File: config.mk
export PLATFORM = sky130hd
export DESIGN_NAME = spim_regbus
export DESIGN_NICKNAME = d
export VERILOG_FILES = /design/src/rtl/spim_pkg.sv /design/src/rtl/spim_regs.sv /design/src/rtl/spim_clkdiv.sv /design/src/rtl/spim_shifter.sv /design/src/rtl/spim_regbus.sv
export SDC_FILE = /design/constraint.sdc
export NUM_CORES = 1
export LEC_CHECK = 0
export ABC_AREA = 1
export BUFFER_PORTS_ARGS = -buffer_cell sky130_fd_sc_hd__buf_2
export CORE_ASPECT_RATIO = 1.75
export CORE_MARGIN = 3
export CORE_UTILIZATION = 30
export CTS_CLUSTER_DIAMETER = 30
export DETAILED_ROUTE_END_ITERATION = 6
export PLACE_DENSITY_LB_ADDON = 0.2
export RECOVER_POWER = 50
export SETUP_SLACK_MARGIN = 0.2
export SLEW_MARGIN = 20
export SYNTH_ARGS = -nofsm -noshare
export SYNTH_HDL_FRONTEND = slang
export SYNTH_HIERARCHICAL = 1
export SYNTH_SLANG_ARGS = --single-unit
File: constraint.sdc
create_clock -name clk -period 2.6 [get_ports clk]
set_input_delay 0.52 -clock clk [delete_from_list [all_inputs] [get_ports clk]]
set_output_delay 0.52 -clock clk [all_outputs]
set_load 0.05 [all_outputs]
File: src/rtl/spim_pkg.sv
package spim_pkg;
  localparam int unsigned SPIM_AW = 5;
  localparam int unsigned SPIM_DW = 32;

  localparam logic [SPIM_AW-1:0] OFS_CTRL  = 5'h00;
  localparam logic [SPIM_AW-1:0] OFS_CFG   = 5'h04;
  localparam logic [SPIM_AW-1:0] OFS_TX    = 5'h08;
  localparam logic [SPIM_AW-1:0] OFS_RX    = 5'h0C;
  localparam logic [SPIM_AW-1:0] OFS_CAUSE = 5'h10;

  localparam int unsigned CFG_W16_BIT  = 5;
  localparam int unsigned CFG_TADJ_BIT = 14;

  // Half period, in system clocks, selected by a divider code.
  // Valid codes are 0x10 + k with k >= 2. Anything else gives a half period of 2.
  function automatic logic [3:0] spim_half(input logic [4:0] code);
    if (!code[4] || (code[3:0] < 4'd2)) return 4'd2;
    return code[3:0];
  endfunction

  // Number of bits in a word for the selected width.
  function automatic logic [4:0] spim_bits(input logic w16);
    return w16 ? 5'd16 : 5'd8;
  endfunction
endpackage

File: src/rtl/spim_regs.sv
module spim_regs
  import spim_pkg::*;
#(
  parameter int unsigned AW = SPIM_AW,
  parameter int unsigned DW = SPIM_DW
) (
  input  logic          clk,
  input  logic          rst_n,
  input  logic [AW-1:0] addr,
  input  logic          wr,
  input  logic [DW-1:0] wdata,
  input  logic          rd,
  output logic [DW-1:0] rdata,
  input  logic          done_evt,
  input  logic [15:0]   rx_word,
  output logic          cs_en,
  output logic [4:0]    cfg_code,
  output logic          cfg_w16,
  output logic          tx_wr,
  output logic [15:0]   tx_word,
  output logic          cause
);
  logic cfg_tadj;
  logic wr_ctrl, wr_cfg, wr_cause;

  assign wr_ctrl  = wr && (addr == OFS_CTRL);
  assign wr_cfg   = wr && (addr == OFS_CFG);
  assign wr_cause = wr && (addr == OFS_CAUSE);
  assign tx_wr    = wr && (addr == OFS_TX);
  assign tx_word  = wdata[15:0];

  always_ff @(posedge clk or negedge rst_n) begin
    if (!rst_n) begin
      cs_en    <= 1'b0;
      cfg_code <= '0;
      cfg_w16  <= 1'b0;
      cfg_tadj <= 1'b0;
      cause    <= 1'b0;
    end else begin
      if (wr_ctrl) cs_en <= wdata[0];
      if (wr_cfg) begin
        cfg_code <= wdata[4:0];
        cfg_w16  <= wdata[CFG_W16_BIT];
        cfg_tadj <= wdata[CFG_TADJ_BIT];
      end
      if (done_evt)                   cause <= 1'b1;
      else if (wr_cause && !wdata[0]) cause <= 1'b0;
    end
  end

  always_comb begin
    rdata = '0;
    if (rd) begin
      unique case (addr)
        OFS_CTRL:  rdata[0] = cs_en;
        OFS_CFG: begin
          rdata[4:0]          = cfg_code;
          rdata[CFG_W16_BIT]  = cfg_w16;
          rdata[CFG_TADJ_BIT] = cfg_tadj;
        end
        OFS_RX:    rdata[15:0] = rx_word;
        OFS_CAUSE: rdata[0] = cause;
        default:   rdata = '0;
      endcase
    end
  end

  // the select enable follows the last control write
  p_cs_follow_r2: assert property (@(posedge clk) disable iff (!rst_n)
    wr_ctrl |=> (cs_en == $past(wdata[0])));
  // completion sets the flag
  p_cause_set_r9: assert property (@(posedge clk) disable iff (!rst_n)
    done_evt |=> cause);
  // a clearing write without completion drops the flag
  p_cause_clear_r9: assert property (@(posedge clk) disable iff (!rst_n)
    (wr_cause && !wdata[0] && !done_evt) |=> !cause);
endmodule

File: src/rtl/spim_clkdiv.sv
module spim_clkdiv
  import spim_pkg::*;
(
  input  logic       clk,
  input  logic       rst_n,
  input  logic       load,
  input  logic [4:0] code,
  input  logic       run,
  output logic       tick
);
  logic [3:0] half_q;
  logic [3:0] cnt;

  assign tick = run && !load && (cnt == half_q - 4'd1);

  always_ff @(posedge clk or negedge rst_n) begin
    if (!rst_n) begin
      half_q <= 4'd2;
      cnt    <= '0;
    end else if (load) begin
      half_q <= spim_half(code);
      cnt    <= '0;
    end else if (run) begin
      cnt <= tick ? 4'd0 : cnt + 4'd1;
    end
  end

  // the latched half period always lies in the legal range
  p_half_range_r5: assert property (@(posedge clk) disable iff (!rst_n)
    run |-> (half_q >= 4'd2));
  // two half-period ticks are never adjacent
  p_tick_gap_r4: assert property (@(posedge clk) disable iff (!rst_n)
    tick |=> !tick);
endmodule

File: src/rtl/spim_shifter.sv
module spim_shifter (
  input  logic        clk,
  input  logic        rst_n,
  input  logic        tx_wr,
  input  logic        w16,
  input  logic [15:0] tx_word,
  input  logic        miso,
  input  logic        tick,
  output logic        accept,
  output logic        busy,
  output logic        sclk,
  output logic        mosi,
  output logic        done_evt,
  output logic [15:0] rx_word
);
  logic [15:0] tx_sh, rx_sh;
  logic [3:0]  bit_idx;
  logic        w16_q;
  logic        last_bit;

  assign accept   = tx_wr && !busy;
  assign last_bit = (bit_idx == (w16_q ? 4'd15 : 4'd7));
  assign done_evt = busy && tick && sclk && last_bit;
  assign mosi     = tx_sh[15];

  always_ff @(posedge clk or negedge rst_n) begin
    if (!rst_n) begin
      busy    <= 1'b0;
      sclk    <= 1'b0;
      tx_sh   <= '0;
      rx_sh   <= '0;
      bit_idx <= '0;
      w16_q   <= 1'b0;
      rx_word <= '0;
    end else if (accept) begin
      busy    <= 1'b1;
      sclk    <= 1'b0;
      bit_idx <= '0;
      w16_q   <= w16;
      tx_sh   <= w16 ? tx_word : {tx_word[7:0], 8'h00};
    end else if (busy && tick) begin
      if (!sclk) begin
        sclk  <= 1'b1;
        rx_sh <= {rx_sh[14:0], miso};
      end else begin
        sclk <= 1'b0;
        if (last_bit) begin
          busy    <= 1'b0;
          rx_word <= w16_q ? rx_sh : {8'h00, rx_sh[7:0]};
        end else begin
          bit_idx <= bit_idx + 4'd1;
          tx_sh   <= {tx_sh[14:0], 1'b0};
        end
      end
    end
  end

  // the serial clock idles low
  p_sclk_idle_r6: assert property (@(posedge clk) disable iff (!rst_n)
    !busy |-> !sclk);
  // within a word the output bit moves only on a falling clock edge
  p_mosi_on_fall_r6: assert property (@(posedge clk) disable iff (!rst_n)
    (busy && $past(busy) && !$stable(mosi)) |-> $fell(sclk));
  // a transmit write during a word neither ends nor re-arms it
  p_busy_write_ignored_r10: assert property (@(posedge clk) disable iff (!rst_n)
    (tx_wr && busy && !done_evt) |=> (busy && $stable(w16_q)));
endmodule

File: src/rtl/spim_regbus.sv
module spim_regbus
  import spim_pkg::*;
(
  input  logic        clk,
  input  logic        rst_n,
  input  logic [4:0]  bus_addr,
  input  logic        bus_wr,
  input  logic [31:0] bus_wdata,
  input  logic        bus_rd,
  output logic [31:0] bus_rdata,
  output logic        sclk,
  output logic        mosi,
  input  logic        miso,
  output logic        sel_n,
  output logic        irq
);
  logic        cs_en, cfg_w16, tx_wr, cause;
  logic        accept, busy, tick, done_evt;
  logic [4:0]  cfg_code;
  logic [15:0] tx_word, rx_word;

  spim_regs #(.AW(SPIM_AW), .DW(SPIM_DW)) u_regs (
    .clk(clk), .rst_n(rst_n), .addr(bus_addr), .wr(bus_wr), .wdata(bus_wdata),
    .rd(bus_rd), .rdata(bus_rdata), .done_evt(done_evt), .rx_word(rx_word),
    .cs_en(cs_en), .cfg_code(cfg_code), .cfg_w16(cfg_w16), .tx_wr(tx_wr),
    .tx_word(tx_word), .cause(cause)
  );

  spim_clkdiv u_div (
    .clk(clk), .rst_n(rst_n), .load(accept), .code(cfg_code), .run(busy), .tick(tick)
  );

  spim_shifter u_shift (
    .clk(clk), .rst_n(rst_n), .tx_wr(tx_wr), .w16(cfg_w16), .tx_word(tx_word),
    .miso(miso), .tick(tick), .accept(accept), .busy(busy), .sclk(sclk),
    .mosi(mosi), .done_evt(done_evt), .rx_word(rx_word)
  );

  assign sel_n = ~cs_en;
  assign irq   = cause;

  // the interrupt output only rises at a word's completion
  p_irq_rise_r9: assert property (@(posedge clk) disable iff (!rst_n)
    $rose(irq) |-> $past(done_evt));
endmodule

# After elaboration in Yosys (flattened, before gate mapping)
# Index checks and enable logic that the tools add are counted.
[op_classes]
n_addsub = 3
n_lt_le_gt_ge = 1
eq_ne = 7
mux = 33
n_bitwise = 3
reduce_logical = 26
[ops]
columns = ["op", "n"]
rows = [
  ["16-bit two-way mux", 7],
  ["4-bit two-way mux", 10],
  ["1-bit two-way mux", 12],
  ["1-bit logical AND", 11],
  ["5-bit by 4-bit == test with 1-bit output, second input constant", 2],
  ["5-bit one-hot mux with 2 select lines", 1],
  ["2-bit nonzero test", 5],
  ["3-bit AND reduction", 3],
  ["4-bit by 1-bit adder with 4-bit output, second input constant", 2],
  ["4-bit == test", 2],
  ["8-bit two-way mux", 1],
  ["5-bit by 3-bit == test with 1-bit output, second input constant", 1],
  ["5-bit == test, second input constant", 1],
  ["5-bit zero test", 1],
  ["1-bit zero test", 4],
  ["4-bit by 2-bit less-than comparator with 1-bit output, second input constant", 1],
  ["1-bit one-hot mux with 4 select lines", 1],
  ["4-bit AND reduction", 1],
  ["4-bit by 1-bit subtractor with 4-bit output, second input constant", 1],
  ["1-bit inverter", 3],
  ["2-bit inequality test, second input constant", 1],
  ["1-bit one-hot mux with 2 select lines", 1],
  ["1-bit logical OR", 1],
]
[totals]
register_bits = 72
input_bits = 42
output_inout_bits = 36
wordCells = 87

# Depth between registers and ports, before layout
# Gate-level depths: netlist of run 1.
[logic_depth]
word_depth = 10
ltp_mapped = 18
mapped_depth_nobuf = 16

# Cells and area by module
# The synthesis of run 1 kept the hierarchy.
[modules_own_cells]
columns = ["mod", "instances", "cells_per_inst", "area_each_um2", "seq_area_each_um2"]
rows = [
  ["spim_shifter", 1, 310, 2504.9, 1376.3],
  ["spim_regs", 1, 129, 917.1, 225.2],
  ["spim_clkdiv", 1, 77, 520.5, 201.4],
  ["spim_regbus", 1, 1, 3.8, 0.0],
]

# Worst setup path after synthesis of run 1
# No wires, ideal clock.
[synth_path]
kind = "input-to-output"
start = "input bus_addr[1]"
end = "output bus_rdata[14]"
t_arrival_ns = 2.004
t_required_ns = 2.080
path_slack_ns = 0.076
path_stages = 3
n_path_buf = 0
path_cell_list = "nor2_4 nand4_2 o21ai_0"
[synth_between]
elab_chain_cells = 3
elab_cells_between_ends = 4
classes_between = "eq/ne: 2; mux: 2"
[synth_lines]
columns = ["element", "line", "text"]
rows = [
  ["start: declaration", "spim_regbus.sv:6", "input logic [4:0] bus_addr,"],
  ["5-bit by 4-bit == test with 1-bit output / 5-bit by 3-bit == test with 1-bit output (equally long branches)", "spim_regs.sv:54", "unique case (addr)"],
  ["1-bit one-hot mux with 2 select lines (*)", "spim_regs.sv:54", ""],
  ["16-bit two-way mux (*)", "spim_regs.sv:53", "if (rd) begin"],
  ["end: declaration", "spim_regbus.sv:10", "output logic [31:0] bus_rdata,"],
]
# Every way passes the cells marked *; elsewhere a longest branch is shown, timed or not.

# Worst setup path in the final report of run 1
[layout_path]
start = "register u_div.half_q[1]"
end = "register u_shift.rx_word[11]"
[layout_between]
elab_chain_cells = 5
[layout_lines]
columns = ["element", "line", "text"]
rows = [
  ["start: declaration", "spim_clkdiv.sv:11", "logic [3:0] half_q;"],
  ["start signal: assignment", "spim_clkdiv.sv:21", "half_q <= spim_half(code);"],
  ["4-bit by 1-bit subtractor with 4-bit output", "spim_clkdiv.sv:14", "assign tick = run && !load && (cnt == half_q - 4'd1);"],
  ["4-bit == test", "spim_clkdiv.sv:14", ""],
  ["1-bit logical AND", "spim_clkdiv.sv:14", ""],
  ["net tick", "spim_regbus.sv:18", "logic accept, busy, tick, done_evt;"],
  ["1-bit logical AND", "spim_shifter.sv:41", "end else if (busy && tick) begin"],
  ["4-bit AND reduction (no source line)", "n/a", ""],
  ["end signal: assignment", "spim_shifter.sv:49", "rx_word <= w16_q ? rx_sh : {8'h00, rx_sh[7:0]};"],
  ["end: declaration", "spim_shifter.sv:14", "output logic [15:0] rx_word"],
]
# The timed path passes the listed nets, and every way through them passes these cells.
# A chain may end at the register's enable or synchronous reset.

==> results.tsv, run 1 <==
stage	metric	value	unit
outcome	failed_checks	capacitance limit, slew limit	
synthesis	synth_cell_types	34	
grt	grt_pass1_wl	15200	µm
worst_setup_path	start_kind	flop	
clock_network	clock_sinks	72	
worst_setup_path	crit_arrival	2540	ps
outcome	status	finished with violations	
synthesis	syn_area	3946	µm²
routing	drc_errors	0	
synthesis	synthArstFlopShare	100.0	%
timing	finalHoldViolations	0	
placement	dp_hpwl	6763	µm
min_path	hp-class	input pin to flop	
clock_network	h-tree-depth	3	
floorplan	die_y	157.7	µm
worst_setup_path	cp.required	2820	ps
clock_network	tritoncts	done	
grt	antenna_found_initial	0	
timing	tightest_slew	1601	ps
grt	grt_usage	13.14	%
synthesis	ys_ff_latch	72	
timing	skew	7.606	ps
synthesis	yosysSeqAreaShare	45.69	%
clock_network	cts-buffers-inserted	9	
grt	grt_max_degree	33	
routing	drt-pass1-iter-count	4	
pwr	p_per_area	682.2	nW/µm²
layout	final_cells	732	
worst_setup_path	rr_startpoint	u_div/half_q[1]	
layout	fin_nets	604	
layout	syn_to_final_growth	18.74	%
routing	drt_first_iter_violations	147	
timing	setup_violations	0	
timing	max_slew_margin	-6.711	%
grt	globalRoute.totalOverflow	0	
routing	routedWlPerCell	13.08	µm
clock_network	clock_latency	330	ps
timing	fmax	430.1	MHz
synthesis	synth_ff_type	dfrtp_1	
worst_setup_path	critPathCaptureType	flop	
worst_setup_path	crit_type	flop to flop	
placement	io_buffers	45	
min_path	hold_path_end	u_regs/cfg_w16	
min_path	hp-start	bus_wdata[5]	
pwr	leakagePower	0.002349	µW
layout	layout_common_cells	nand2_1, dfrtp_1, inv_1	
clock_network	root_buffer	clkbuf_16	
routing	postRouteAntennaNets	0	
routing	drt_wl_total	9574	µm
timing	min_period_over_period	89.43	%
worst_setup_path	rrSetupSlack	270	ps
timing	rsz0062_at_grt	true	
synthesis	synth-edff-count	0	
placement	gp_congestion	0.8344	
layout	register_area	1803	µm²
grt	grt_pass1_vias	3185	
worst_setup_path	worstPathMaxFanout	8	
floorplan	ioPinCount	78	
floorplan	core_region_area	12700	µm²
min_path	hold_depth	3	
clock_network	clockBufferDepth	2	
layout	fill_cells	1443	
layout	antenna_cells	0	
floorplan	initial_core_util	31.07	%
flow_run	drv_cap	1	
worst_setup_path	worstRegToRegCells	15	
layout	final_util	36.89	%
timing	layout_min_cycle_time	2325	ps
clock_network	postCtsHoldBufs	0	
floorplan	die_w	92.70	µm
floorplan	rows	54	
layout	multi_input_area	1712	µm²
layout	final_common_cell	nand2_1	
pwr	peakVddDrop	0.0003553	V
layout	drive_above_1_share	22.16	%
worst_setup_path	r2r_end	u_shift/rx_word[11]	
synthesis	ys_warn_count	6	
placement	dp.cells	711	
synthesis	syn_inst	517	
routing	vias	3263	
timing	final_max_slew_viol_count	30	
routing	vias_per_cell	4.458	
synthesis	syn-mean-instance-area	7.633	µm²
clock_network	path_clk_slew	60	ps
floorplan	dieArea	14620	µm²
logic make-up (layout without fill, tap and decap cells):
logic type	count (synthesis)	count (layout)	synth area share [%]
AOI/OAI and AO/OA	66	66	8.878
buffers and inverters	114	146	14.93
xor gates and xnor gates	2	2	0.4440
and+or+nand+nor	259	259	29.01
adders and majority gates	3	3	0.9513
other	1	16	0.09503
DFF	72	72	45.69
cells in the mapped netlist (4+ instances only):
cell | number | share of area [%]
nand3_1 | 38 | 4.8
o21ai_1 | 18 | 2.3
inv_2 | 4 | 0.38
buf_2 | 12 | 1.5
nor2_1 | 29 | 2.8
nand2_1 | 163 | 16
inv_1 | 60 | 5.7
o21ai_0 | 36 | 4.6
nor2_2 | 7 | 1.1
nand4_1 | 6 | 0.95
dfrtp_1 | 71 | 45
nand2_2 | 7 | 1.1
buf_4 | 35 | 6.7
worst max-delay path by stage:
| stage | startpoint | end | slack [ps] | cells after the start |
|---|---|---|---|---|
| after floorplan | bus_addr[1] | bus_rdata[14] | 80 | 3 |
| after global placement | bus_addr[4] | u_shift/tx_sh[4] | -50 | 12 |
| after detailed placement | bus_addr[4] | u_shift/bit_idx[3] | -50 | 17 |
| after CTS | u_div/half_q[1] | u_shift/bit_idx[3] | 240 | 16 |
| after global routing | u_div/half_q[1] | u_shift/rx_word[0] | 150 | 15 |
| final | u_div/half_q[1] | u_shift/rx_word[11] | 270 | 15 |
power by group:
| group | switching, µW | internal [µW] |
|---|---|---|
| combinational | 437 | 230 |
| clock | 505 | 654 |
| sequential | 123 | 1250 |
| total | 1070 | 2130 |
flip-flops by register name (all words and copies together), names as in the netlist:
| register | cells |
|---|---|
| u_shift/sclk | 1 |
| u_div/cnt | 4 |
| u_regs/cfg_code | 5 |
| u_regs/cs_en | 1 |
| u_div/half_q | 4 |
| u_shift/bit_idx | 4 |
| u_regs/cfg_tadj | 1 |
| u_regs/cause | 1 |
| u_shift/tx_sh | 16 |
| u_shift/rx_sh | 16 |
| u_shift/w16_q | 1 |
| u_shift/rx_word | 16 |
| u_regs/cfg_w16 | 1 |
| u_shift/busy | 1 |
critical path, stage by stage (launching register included):
cell	delay (ps)
dfstp_2	540
inv_2	50
ha_4	210
nand2_2	60
inv_2	30
nor2_2	90
nand2_1	60
nor2_2	90
nand2_2	90
nor2_2	130
nand2_2	110
nor2_4	200
nand4_4	190
clkbuf_16	230
nand2_1	50
o21ai_1	60
timing repair:
| item | in CTS | in global routing |
|---|---|---|
| endpoints found under the setup margin | 0 | 40 |
| resized for setup | 0 | 34 |
| setup buffers | 0 | 2 |
through the flow:
step | instance area, µm² | setup TNS (ps) | worst slack (ps) | power [µW] | hold slack, ps
after floorplan | 4003 | 0 | 75.97 | 1865 | 224.4
after global placement | 4247 | -237.2 | -52.26 | 2007 | 466.8
after detailed placement | 4247 | -189.4 | -45.40 | 2018 | 477.7
after CTS | 4526 | 0 | 242.8 | 3190 | 245.3
after global routing | 4686 | 0 | 153.5 | 3390 | 437.7
final | 4686 | 0 | 274.8 | 3197 | 421.2
metal layers:
metal	global-route usage [%]	routed length (µm)
met2	24.62	5216
met1	14.44	3893
met3	2.520	323
met4	5.171	140
met5	0	0
layout make-up:
cell class | instances | area share, %
sequential | 72 | 38.48
multi-input combinational | 346 | 36.53
timing repair buffer | 66 | 9.426
inverter | 64 | 5.127
clock buffer | 9 | 4.806
tap | 168 | 4.486
clock inverter | 7 | 1.148
Note: power is estimated with default switching activity, not from simulation.
==> inputs of run 2 (changes only) <==
--- a/config.mk
+++ b/config.mk
@@ -6,7 +6,7 @@
 export NUM_CORES = 1
 export LEC_CHECK = 0
 export ABC_AREA = 1
-export BUFFER_PORTS_ARGS = -buffer_cell sky130_fd_sc_hd__buf_2
+export BUFFER_PORTS_ARGS = -buffer_cell sky130_fd_sc_hd__buf_4
 export CORE_ASPECT_RATIO = 1.75
 export CORE_MARGIN = 3
 export CORE_UTILIZATION = 30
@@ -18,5 +18,4 @@
 export SLEW_MARGIN = 20
 export SYNTH_ARGS = -nofsm -noshare
 export SYNTH_HDL_FRONTEND = slang
-export SYNTH_HIERARCHICAL = 1
 export SYNTH_SLANG_ARGS = --single-unit
==> results.tsv, run 2 <==
stage	metric	value	unit	change
placement	gp_congestion	0.8086		was 0.8344
synthesis	ys_ff_latch	72		unchanged
routing	vias	3393		was 3263
timing	rsz0062_at_grt	false		was true
synthesis	yosys-top-cells-area	dfrtp_1, nand2_1, nand3_1		was dfrtp_1, nand2_1, buf_4
worst_setup_path	cp_top_family	simple AND/OR/NAND/NOR gates		unchanged
layout	final_common_cell	nand2_1		unchanged
worst_setup_path	start_kind	input pin		was flop
routing	drt_first_iter_violations	183		was 147
min_path	hp-start	miso		was bus_wdata[5]
synthesis	syn_area	3959	µm²	was 3946 µm²
routing	drt_wl_total	9744	µm	was 9574 µm
synthesis	yosysSeqAreaShare	45.54	%	was 45.69%
flow_run	drv_cap	1		unchanged
clock_network	path_clk_slew	60	ps	about the same
synthesis	synth_commonest_cells	nand2_1, dfrtp_1, nand3_1		was nand2_1, dfrtp_1, inv_1
clock_network	tritoncts	done		unchanged
placement	dp_hpwl	6898	µm	was 6763 µm
clock_network	clockBufferDepth	2		unchanged
layout	design_area	4682	µm²	was 4686 µm²
routing	vias_per_cell	4.573		was 4.458
min_path	hp-class	input pin to flop		unchanged
synthesis	synth_cell_types	32		was 34
timing	tightest_slew	1851	ps	was 1601 ps
floorplan	core_region_area	12700	µm²	unchanged
clock_network	clock_sinks	72		unchanged
clock_network	cts-buffers-inserted	9		unchanged
pwr	peakVddDrop	0.0003662	V	was 0.0003553 V
worst_setup_path	max_stage_delay	370	ps	was 540 ps
layout	drive_above_1_share	14.11	%	was 22.16%
timing	min_period_over_period	88.07	%	was 89.43%
synthesis	yosysMostFrequentCell	nand2_1		unchanged
worst_setup_path	crit_type	input pin to output pin		was flop to flop
layout	reg_top3	u_shift.rx_sh (16), u_shift.rx_word (16), u_shift.tx_sh (16)		was u_shift/rx_sh (16), u_shift/rx_word (16), u_shift/tx_sh (16)
pwr	leakagePower	0.002471	µW	was 0.002349 µW
outcome	failed_checks	capacitance limit, slew limit		unchanged
timing	setup_violations	0		unchanged
worst_setup_path	crit_chain	buf_4, inv_1, nand2_1, nor2_2, nand2_1, o32ai_1, buf_4		was inv_2, ha_4, nand2_2, inv_2, nor2_2, nand2_1, nor2_2, nand2_2, nor2_2, nand2_2, nor2_4, nand4_4, clkbuf_16, nand2_1, o21ai_1
routing	drc_errors	0		unchanged
floorplan	initial_core_util	31.17	%	was 31.07%
grt	grt_pass1_wl	16460	µm	was 15200 µm
timing	fmax	436.7	MHz	was 430.1 MHz
synthesis	synth_top_area_share	44.88	%	was 45.02%
timing	max_slew_margin	-23.40	%	was -6.711%
worst_setup_path	rr_startpoint	u_shift.busy		was u_div/half_q[1]
clock_network	clock_latency	340	ps	was 330 ps
clock_network	h-tree-depth	3		unchanged
synthesis	ys_warn_count	0		was 6
grt	grt_pass1_vias	3363		was 3185
grt	globalRoute.totalOverflow	0		unchanged
timing	layout_min_cycle_time	2290	ps	was 2325 ps
placement	io_buffers	45		unchanged
timing	skew	5.864	ps	was 7.606 ps
routing	drt-pass1-iter-count	5		was 4
routing	routedWlPerCell	13.13	µm	was 13.08 µm
floorplan	die_w	92.84	µm	was 92.70 µm
pwr	p_per_area	816.7	nW/µm²	was 682.2 nW/µm²
layout	final_util	36.86	%	was 36.89%
synthesis	yosysTopAreaCell	dfrtp_1		unchanged
synthesis	synth_ff_type	dfrtp_1		unchanged
floorplan	dieArea	14660	µm²	was 14620 µm²
worst_setup_path	cpMaxStageDelayCell	o32ai_1		was dfstp_2
routing	postRouteAntennaNets	0		unchanged
timing	finalHoldViolations	0		unchanged
synthesis	synth-edff-count	0		unchanged
worst_setup_path	crit_arrival	1770	ps	was 2540 ps
clock_network	root_buffer	clkbuf_16		unchanged
layout	layout_common_cells	nand2_1, dfrtp_1, inv_1, nand3_1, buf_4		was nand2_1, dfrtp_1, inv_1
placement	dpl_cell_area	4358	µm²	was 4247 µm²
worst_setup_path	worstPathMaxFanout	6		was 8
synthesis	synthArstFlopShare	100.0	%	unchanged
layout	fin_nets	615		was 604
floorplan	ioPinCount	78		unchanged
worst_setup_path	critPathCaptureType	output pin		was flop
layout	antenna_cells	0		unchanged
synthesis	syn-mean-instance-area	7.512	µm²	was 7.633 µm²
layout	syn_to_final_growth	18.27	%	was 18.74%
clock_network	post-cts-setup-buffer-count	0		unchanged
grt	grt_max_degree	73		was 33
floorplan	rows	54		unchanged
timing	final_max_slew_viol_count	73		was 30
worst_setup_path	crit_path_start	bus_addr[0]		was u_div/half_q[1]
floorplan	die_y	158.0	µm	was 157.7 µm
grt	antenna_found_initial	0		unchanged
worst_setup_path	crit_buf_inv	3		unchanged
outcome	status	finished with violations		unchanged
worst_setup_path	cp.required	2080	ps	was 2820 ps
grt	grt_usage	14.12	%	was 13.14%
synthesis	syn_inst	527		was 517
==> run 2: path summary, 6_finish.rpt <==
check	end	slack, ps	depth (start not counted)
max in group asynchronous	u_regs.cfg_code[1]	810	1
min in group asynchronous	u_shift.rx_word[10]	680	1
hold reg to reg	u_shift.rx_word[2]	470	2
setup / recovery	bus_rdata[3]	310	7
setup reg to reg	u_shift.bit_idx[2]	410	8
hold / removal	u_shift.rx_sh[0]	380	3
==> run 2: area by class of cell <==
class,count,area [µm²]
fill,1412,8020
inverter,55,206.4
sequential,72,1803
clock inverter,5,105.1
tap,168,210.2
multi-input combinational,378,1738
timing repair buffer,54,380.4
clock buffer,10,239.0
==> run 2: power by group <==
group / switching [µW] / total, µW / internal [µW]
Sequential: 153 / 1440 / 1280
Clock: 472 / 1430 / 957
Combinational: 672 / 957 / 285
Total: 1300 / 3820 / 2530
==> run 2: logic make-up after synthesis <==
family                     share of synthesized area (%)
and+or+nand+nor                                    35.65
adders and majority gates                         0.9483
buffers and inverters                              12.10
AOI/OAI and AO/OA                                  5.215
other                                            0.09473
xor gates and xnor gates                          0.4426
DFF                                                45.54
==> run 2: repair_timing <==
item	4_1_cts	5_1_grt
endpoints found under the setup margin	0	20
hold buffers	0	0
endpoints found under the hold margin	0	0
resized for setup	0	1
==> run 2: metal layers <==
layer  vias up  GRT usage (%)  routed length (µm)
li1       1699              -                   -
met1      1594          16.54                4005
met2        84          25.68                5136
met3        16          1.854                 393
met4         0          5.870                 208
met5         -              0                   0
==> run 2: stage by stage <==
stage	setup slack (ps)	total power, µW	setup TNS (ps)	hold slack [ps]	cells
6_report	310.3	3824	0	379.8	742
5_1_grt	121.0	4048	0	392.7	742
4_1_cts	290.2	3871	0	374.0	742
3_5_place_dp	291.1	2427	0	458.7	727
3_3_place_gp	298.7	2407	0	453.3	727
2_1_floorplan	-87.73	2197	-438.7	224.4	542
==> run 2: worst reg2reg max path, delay by kind of cell, from the launching register on <==
family	cells	cell delay [ps]
flip-flops	1	390
buffers and inverters	4	1250
AND/OR/NAND/NOR	4	470
